[src/rtl/cws_pkg.sv]
// Package: shared protocol codes and fixed slot widths for the codec
// word shifter. Assumes no tool-specific features.
package cws_pkg;
    typedef enum logic [1:0] {
        PROTO_MULTI  = 2'b00,
        PROTO_I2S    = 2'b01,
        PROTO_LINK16 = 2'b10,
        PROTO_LINK20 = 2'b11
    } cws_proto_e;

    localparam int LINK_SHORT_LEN = 16;
    localparam int LINK_LONG_LEN  = 20;
    localparam int MIN_WORD_LEN   = 4;
endpackage

[src/rtl/cws_len_decode.sv]
// Module: cws_len_decode
// Turns protocol and size fields into the active word length.
// Assumes CNT_W is wide enough to hold the longest slot and WS_W < CNT_W.
module cws_len_decode
    import cws_pkg::*;
#(
    parameter int WS_W  = 4,
    parameter int CNT_W = 5
) (
    input  logic [WS_W-1:0]  word_size,
    input  logic [1:0]       proto_mode,
    output logic [CNT_W-1:0] word_len
);
    logic [CNT_W-1:0] size_len;

    // Size field encodes length minus one; short values floor at the minimum
    always_comb begin
        size_len = CNT_W'(word_size) + CNT_W'(1);
        if (size_len < CNT_W'(MIN_WORD_LEN))
            size_len = CNT_W'(MIN_WORD_LEN);
    end

    // Link protocols force fixed slot widths and ignore the size field
    always_comb begin
        unique case (cws_proto_e'(proto_mode))
            PROTO_LINK16: word_len = CNT_W'(LINK_SHORT_LEN);
            PROTO_LINK20: word_len = CNT_W'(LINK_LONG_LEN);
            default:      word_len = size_len;
        endcase
    end
endmodule

[src/rtl/cws_edge_sel.sv]
// Module: cws_edge_sel
// Routes bit clock edge pulses to the capture role or the advance role.
// Assumes the pulses are already synchronous one-cycle strobes.
module cws_edge_sel (
    input  logic bclk_rise,
    input  logic bclk_fall,
    input  logic sample_rising,
    output logic sample_pulse,
    output logic drive_pulse
);
    // The capture edge is selected; the opposite edge advances output
    always_comb begin
        sample_pulse = sample_rising ? bclk_rise : bclk_fall;
        drive_pulse  = sample_rising ? bclk_fall : bclk_rise;
    end
endmodule

[src/rtl/cws_rx_assembler.sv]
// Module: cws_rx_assembler
// Counts captured bits and shifts sdi in. When the count reaches the
// word length it publishes a right-justified word and a done strobe.
// Assumes word_len stays steady within a word.
module cws_rx_assembler #(
    parameter int MAX_LEN = 20,
    parameter int CNT_W   = 5
) (
    input  logic               clk,
    input  logic               rst_n,
    input  logic               frame_start,
    input  logic               sample_pulse,
    input  logic               sdi,
    input  logic [CNT_W-1:0]   word_len,
    output logic [CNT_W-1:0]   bit_cnt,
    output logic               word_end,
    output logic [MAX_LEN-1:0] rx_word,
    output logic               word_done
);
    logic [MAX_LEN-1:0] rx_sr;
    logic [MAX_LEN-1:0] rx_next;

    // Last bit of the word is being captured this cycle
    always_comb begin
        rx_next  = {rx_sr[MAX_LEN-2:0], sdi};
        word_end = sample_pulse && !frame_start &&
                   (bit_cnt == word_len - CNT_W'(1));
    end

    // Shift register, bit counter and published word
    always_ff @(posedge clk) begin
        if (!rst_n) begin
            rx_sr     <= '0;
            bit_cnt   <= '0;
            rx_word   <= '0;
            word_done <= 1'b0;
        end else begin
            word_done <= 1'b0;
            if (frame_start) begin
                rx_sr   <= '0;
                bit_cnt <= '0;
            end else if (word_end) begin
                rx_word   <= rx_next;
                word_done <= 1'b1;
                rx_sr     <= '0;
                bit_cnt   <= '0;
            end else if (sample_pulse) begin
                rx_sr   <= rx_next;
                bit_cnt <= bit_cnt + CNT_W'(1);
            end
        end
    end
endmodule

[src/rtl/cws_tx_shifter.sv]
// Module: cws_tx_shifter
// Left-aligns the transmit word at each load and shifts it out MSB first.
// Shifts only once the current word has at least one captured bit.
// Assumes a word_end load never coincides with an advance pulse.
module cws_tx_shifter #(
    parameter int MAX_LEN = 20,
    parameter int CNT_W   = 5
) (
    input  logic               clk,
    input  logic               rst_n,
    input  logic               load,
    input  logic               drive_pulse,
    input  logic               word_active,
    input  logic [CNT_W-1:0]   word_len,
    input  logic [MAX_LEN-1:0] tx_word,
    output logic               sdo
);
    localparam logic [CNT_W-1:0] MAX_L = CNT_W'(MAX_LEN);

    logic [MAX_LEN-1:0] tx_sr;
    logic [CNT_W-1:0]   align_sh;

    // Shift that puts bit word_len-1 at the top of the register
    always_comb align_sh = MAX_L - word_len;

    // Load has priority over advance; advance waits for the first capture
    always_ff @(posedge clk) begin
        if (!rst_n)
            tx_sr <= '0;
        else if (load)
            tx_sr <= tx_word << align_sh;
        else if (drive_pulse && word_active)
            tx_sr <= {tx_sr[MAX_LEN-2:0], 1'b0};
    end

    assign sdo = tx_sr[MAX_LEN-1];
endmodule

[src/rtl/codec_word_shifter.sv]
// Module: codec_word_shifter (top)
// Serial word shifter for a codec link with programmable length and
// capture edge. Assumes edge pulses arrive in the clk domain and the
// configuration stays steady within a word. MAX_LEN must be at least 20.
module codec_word_shifter #(
    parameter int WS_W    = 4,
    parameter int MAX_LEN = 20
) (
    input  logic               clk,
    input  logic               rst_n,
    input  logic               bclk_rise,
    input  logic               bclk_fall,
    input  logic               frame_start,
    input  logic [WS_W-1:0]    word_size,
    input  logic [1:0]         proto_mode,
    input  logic               sample_rising,
    input  logic               sdi,
    input  logic [MAX_LEN-1:0] tx_word,
    output logic               sdo,
    output logic [MAX_LEN-1:0] rx_word,
    output logic               word_done
);
    localparam int CNT_W = $clog2(MAX_LEN + 1);

    logic [CNT_W-1:0] word_len;
    logic [CNT_W-1:0] bit_cnt;
    logic             sample_pulse;
    logic             drive_pulse;
    logic             word_end;
    logic             tx_load;
    logic             word_active;

    cws_len_decode #(.WS_W(WS_W), .CNT_W(CNT_W)) u_len (
        .word_size (word_size),
        .proto_mode(proto_mode),
        .word_len  (word_len)
    );

    cws_edge_sel u_edge (
        .bclk_rise    (bclk_rise),
        .bclk_fall    (bclk_fall),
        .sample_rising(sample_rising),
        .sample_pulse (sample_pulse),
        .drive_pulse  (drive_pulse)
    );

    cws_rx_assembler #(.MAX_LEN(MAX_LEN), .CNT_W(CNT_W)) u_rx (
        .clk         (clk),
        .rst_n       (rst_n),
        .frame_start (frame_start),
        .sample_pulse(sample_pulse),
        .sdi         (sdi),
        .word_len    (word_len),
        .bit_cnt     (bit_cnt),
        .word_end    (word_end),
        .rx_word     (rx_word),
        .word_done   (word_done)
    );

    // Transmit reloads at frame start and at every word completion
    always_comb begin
        tx_load     = frame_start || word_end;
        word_active = (bit_cnt != '0);
    end

    cws_tx_shifter #(.MAX_LEN(MAX_LEN), .CNT_W(CNT_W)) u_tx (
        .clk        (clk),
        .rst_n      (rst_n),
        .load       (tx_load),
        .drive_pulse(drive_pulse),
        .word_active(word_active),
        .word_len   (word_len),
        .tx_word    (tx_word),
        .sdo        (sdo)
    );
endmodule

[config.mk]
export PLATFORM = sky130hd
export DESIGN_NAME = codec_word_shifter
export DESIGN_NICKNAME = d
export VERILOG_FILES = /design/src/rtl/cws_pkg.sv /design/src/rtl/cws_len_decode.sv /design/src/rtl/cws_edge_sel.sv /design/src/rtl/cws_rx_assembler.sv /design/src/rtl/cws_tx_shifter.sv /design/src/rtl/codec_word_shifter.sv
export SDC_FILE = /design/constraint.sdc
export NUM_CORES = 1
export LEC_CHECK = 0
export ABC_AREA = 0
export BUFFER_PORTS_ARGS = -buffer_cell sky130_fd_sc_hd__buf_2
export CAP_MARGIN = 20
export CORE_AREA = 2 2 113 115
export DETAILED_ROUTE_END_ITERATION = 10
export DIE_AREA = 0 0 115 117
export GPL_ROUTABILITY_DRIVEN = 0
export GPL_TIMING_DRIVEN = 0
export PLACE_DENSITY = 0.6
export RECOVER_POWER = 50
export SYNTH_ARGS = -nofsm -noshare
export SYNTH_HDL_FRONTEND = slang
export SYNTH_SLANG_ARGS = --single-unit
[constraint.sdc]
create_clock -name clk -period 3.9 [get_ports clk]
set_input_delay 0.195 -clock clk [delete_from_list [all_inputs] [get_ports clk]]
set_output_delay 0.195 -clock clk [all_outputs]
set_load 0.02 [all_outputs]
==> run metrics <==
status completed; startpoint types input port; Unique masters post-synth 61; clk root buf clkbuf_16; Clock Latency Late Sink 330 ps; TNS Setup 0 ps; final hold vios 0; Syn-to-layout area delta 15.12%; combinational share of power 0.260; CP Class input port to register; Max Fclk 279.7 MHz; clock power share 0.412; number of I/O pins 55; Sw Share 0.2923; gr usage total 0.1794; clock buffer depth 2; multi-input logic area 3212 um^2; drt pass-1 iters 4; initial core utilization 0.3872; initial antenna violation count 0; Worst Hold Class input port to register; filler cell count 1,219; P_sw 0.0006180 W; Yosys reg bits 65; sequential power share 0.328; hold path start sdi; vias in the first global route 3,968; layout cells sized above 1 0.2173; HPWL Detailed 9091 um; Iter 0 DRT Violations 207; Crit. End Element register; total die area 13,460 um^2; Internal 0.001497 W; clock-pin slew on the worst setup and hold paths 50 ps; setup violators final 0; # DRC 0; TritonCTS Buffers 9; DRT antenna net count 0; CTS sink count 65; final WL 11,850 um; Slew HR 0.3802; count leader, synth mux2i_1; reg2reg setup slack 1180 ps; Syn Area/Cell 9.115 um^2; CTS tree built; Nets 622; area share of the largest cell type after synthesis 0.2730; RR Endpoint u_tx.tx_sr[12]; Crit path required time 4130 ps; Arr. time, crit path 3800 ps; critical-path maximum fanout 11; core area 12,310 um^2; H-tree levels 3; hold path depth 3; ANT cells 0; Register Area 1301 um^2; Post-CTS Hold Fix Bufs 0; global route overflow 0; final slew viol count 0; top cells by count, synth mux2i_1 (90), nand2_1 (80), dfxtp_1 (65); largest net degree at the start of global routing 20; Die Y 117 um; pwr dens 385.3 nW/um^2; number of synthesized flops with an enable pin 0; cell count after synthesis 523; Max-cap violations 0; Final WS setup 325.1 ps; Wirelength per Cell 16.03 um; Mapped Area 4767 um^2; actual slew at the worst max-slew pin 923.1 ps; Port Buf Inserts 53; main area contributors after synthesis dfxtp_1 (27%), mux2i_1 (19%), nand2_1 (6.3%); global-route wire length before repair 19,380 um; via total after detailed routing 4,097; Max Clock Skew 8.116 ps; Top FF cell, synth dfxtp_1; row cnt 41; syn nets 561; Worst Reg-to-Reg Cells 10; Async S/R FF share, synth 0; dpl ws -847.4 ps; end of the worst hold path u_rx.rx_word[0]; die width 115 um; leakage 2.037 nW; fin crit share 0.9166; Synthesis Warnings 0; vias per inst 5.544; most area-hungry cell type in the Yosys netlist dfxtp_1; peak supply drop 0.2341 mV; fin crit period 3575 ps; RSZ-0062 raised after global routing no; Critical R2R Launch u_rx.bit_cnt[4]; register area share after synthesis 0.2730
## flip-flops by register name (all words and copies together) (netlist names)
register and flops:
u_rx.bit_cnt 5, u_rx.rx_sr 19, u_rx.rx_word 20, u_rx.word_done 1
u_tx.tx_sr 20
## how the worst max path moves through the flow
stage | from | to | slack [ps] | cells past startpoint
detailed placement | word_size[1] | u_tx.tx_sr[16] | -850 | 16
CTS | word_size[1] | u_tx.tx_sr[17] | 80 | 16
finish | word_size[1] | u_tx.tx_sr[16] | 330 | 16
floorplan | word_size[0] | u_tx.tx_sr[17] | 470 | 13
global placement | word_size[1] | u_tx.tx_sr[16] | -840 | 16
global route | word_size[1] | u_tx.tx_sr[18] | 20 | 16
## repair_timing
action                     in CTS  in global routing
setup buffers                   0                  0
pin swaps                       0                  0
gates cloned                    0                  0
resized for setup               6                  4
setup endpoints to repair      14                 10
## cells by family after synthesis
group                      Yosys count  synth area share
DFF                                 65            0.2730
xor gates and xnor gates            18           0.03465
AOI/OAI and AO/OA                   59           0.09554
and+or+nand+nor                    199            0.2328
muxes                              125            0.2976
adders and majority gates            5           0.01312
buffers and inverters               52           0.05328
## layer usage
metal	track usage	share of wire	vias up
met4	0.07871	0.018	0
met1	0.2339	0.47	1949
met2	0.3059	0.47	102
li1	-	-	2030
met3	0.01493	0.037	16
met5	0	0	-
## worst max-delay path, cell delays in order
cell	delay [ps]
buf_2	120
ha_1	180
buf_6	140
xor2_2	300
o21ai_2	140
buf_2	230
ha_1	360
clkbuf_2	310
clkbuf_2	350
nor4_1	100
mux2i_1	170
nor4bb_2	450
mux2i_1	180
mux2i_1	160
o21ai_0	100
a221oi_1	300
## area by class of cell
| cell class | count | share of cell area |
|---|---|---|
| Sequential cell | 65 | 0.2371 |
| Clock buffer | 10 | 0.04355 |
| Timing Repair Buffer | 53 | 0.04332 |
| Clock inverter | 6 | 0.01642 |
| Multi-Input combinational cell | 406 | 0.5853 |
| Inverter | 7 | 0.005472 |
| Tap cell | 150 | 0.03420 |
| Buffer | 42 | 0.03466 |
## through the flow
stage	hold slack (ps)	power [W]	util	instances	instance area [um^2]
floorplan	337.2	0.001121	-	523	4767
global placement	442.6	0.001250	0.4240	726	5220
detailed placement	448.1	0.001258	0.4240	726	5220
CTS	127.5	0.002132	0.4518	741	5563
global route	157.5	0.002208	0.4457	739	5488
finish	140.6	0.002115	0.4457	739	5488
## placed cells by master, fill, tap and decap left out, drive strengths merged, types with 2 or more instances in the layout
master and instances:
mux2i 90, nand2 80, dfxtp 65, clkbuf 63, buf 42, nor3 38
mux2 24, nor2 20, xnor2 13, mux4 11, o21ai 10, nand2b 9
nand3 9, o32ai 7, inv 7, o211ai 7, a21oi 6, nand3b 6
nor2b 5, and2 5, ha 5, nor4b 5, xor2 5, and3 4
nor3b 4, nor4 4, a221oi 4, a211oi 3, a31oi 2, o2111ai 2
clkinvlp 2, o211a 2, nor4bb 2, a2111oi 2, bufinv 2, a21boi 2
or4b 2, clkinv 2
## power by group through the flow
stage / Combinational, W / Clock [W] / Sequential, W
3_3_place_gp: 0.000542 / 0 / 0.000708
6_report: 0.000549 / 0.000871 / 0.000695
4_1_cts: 0.000554 / 0.000883 / 0.000695
5_1_grt: 0.000603 / 0.000908 / 0.000697
3_5_place_dp: 0.000549 / 0 / 0.000709
2_1_floorplan: 0.000415 / 0 / 0.000707
Note: power is estimated with default switching activity, not from simulation.
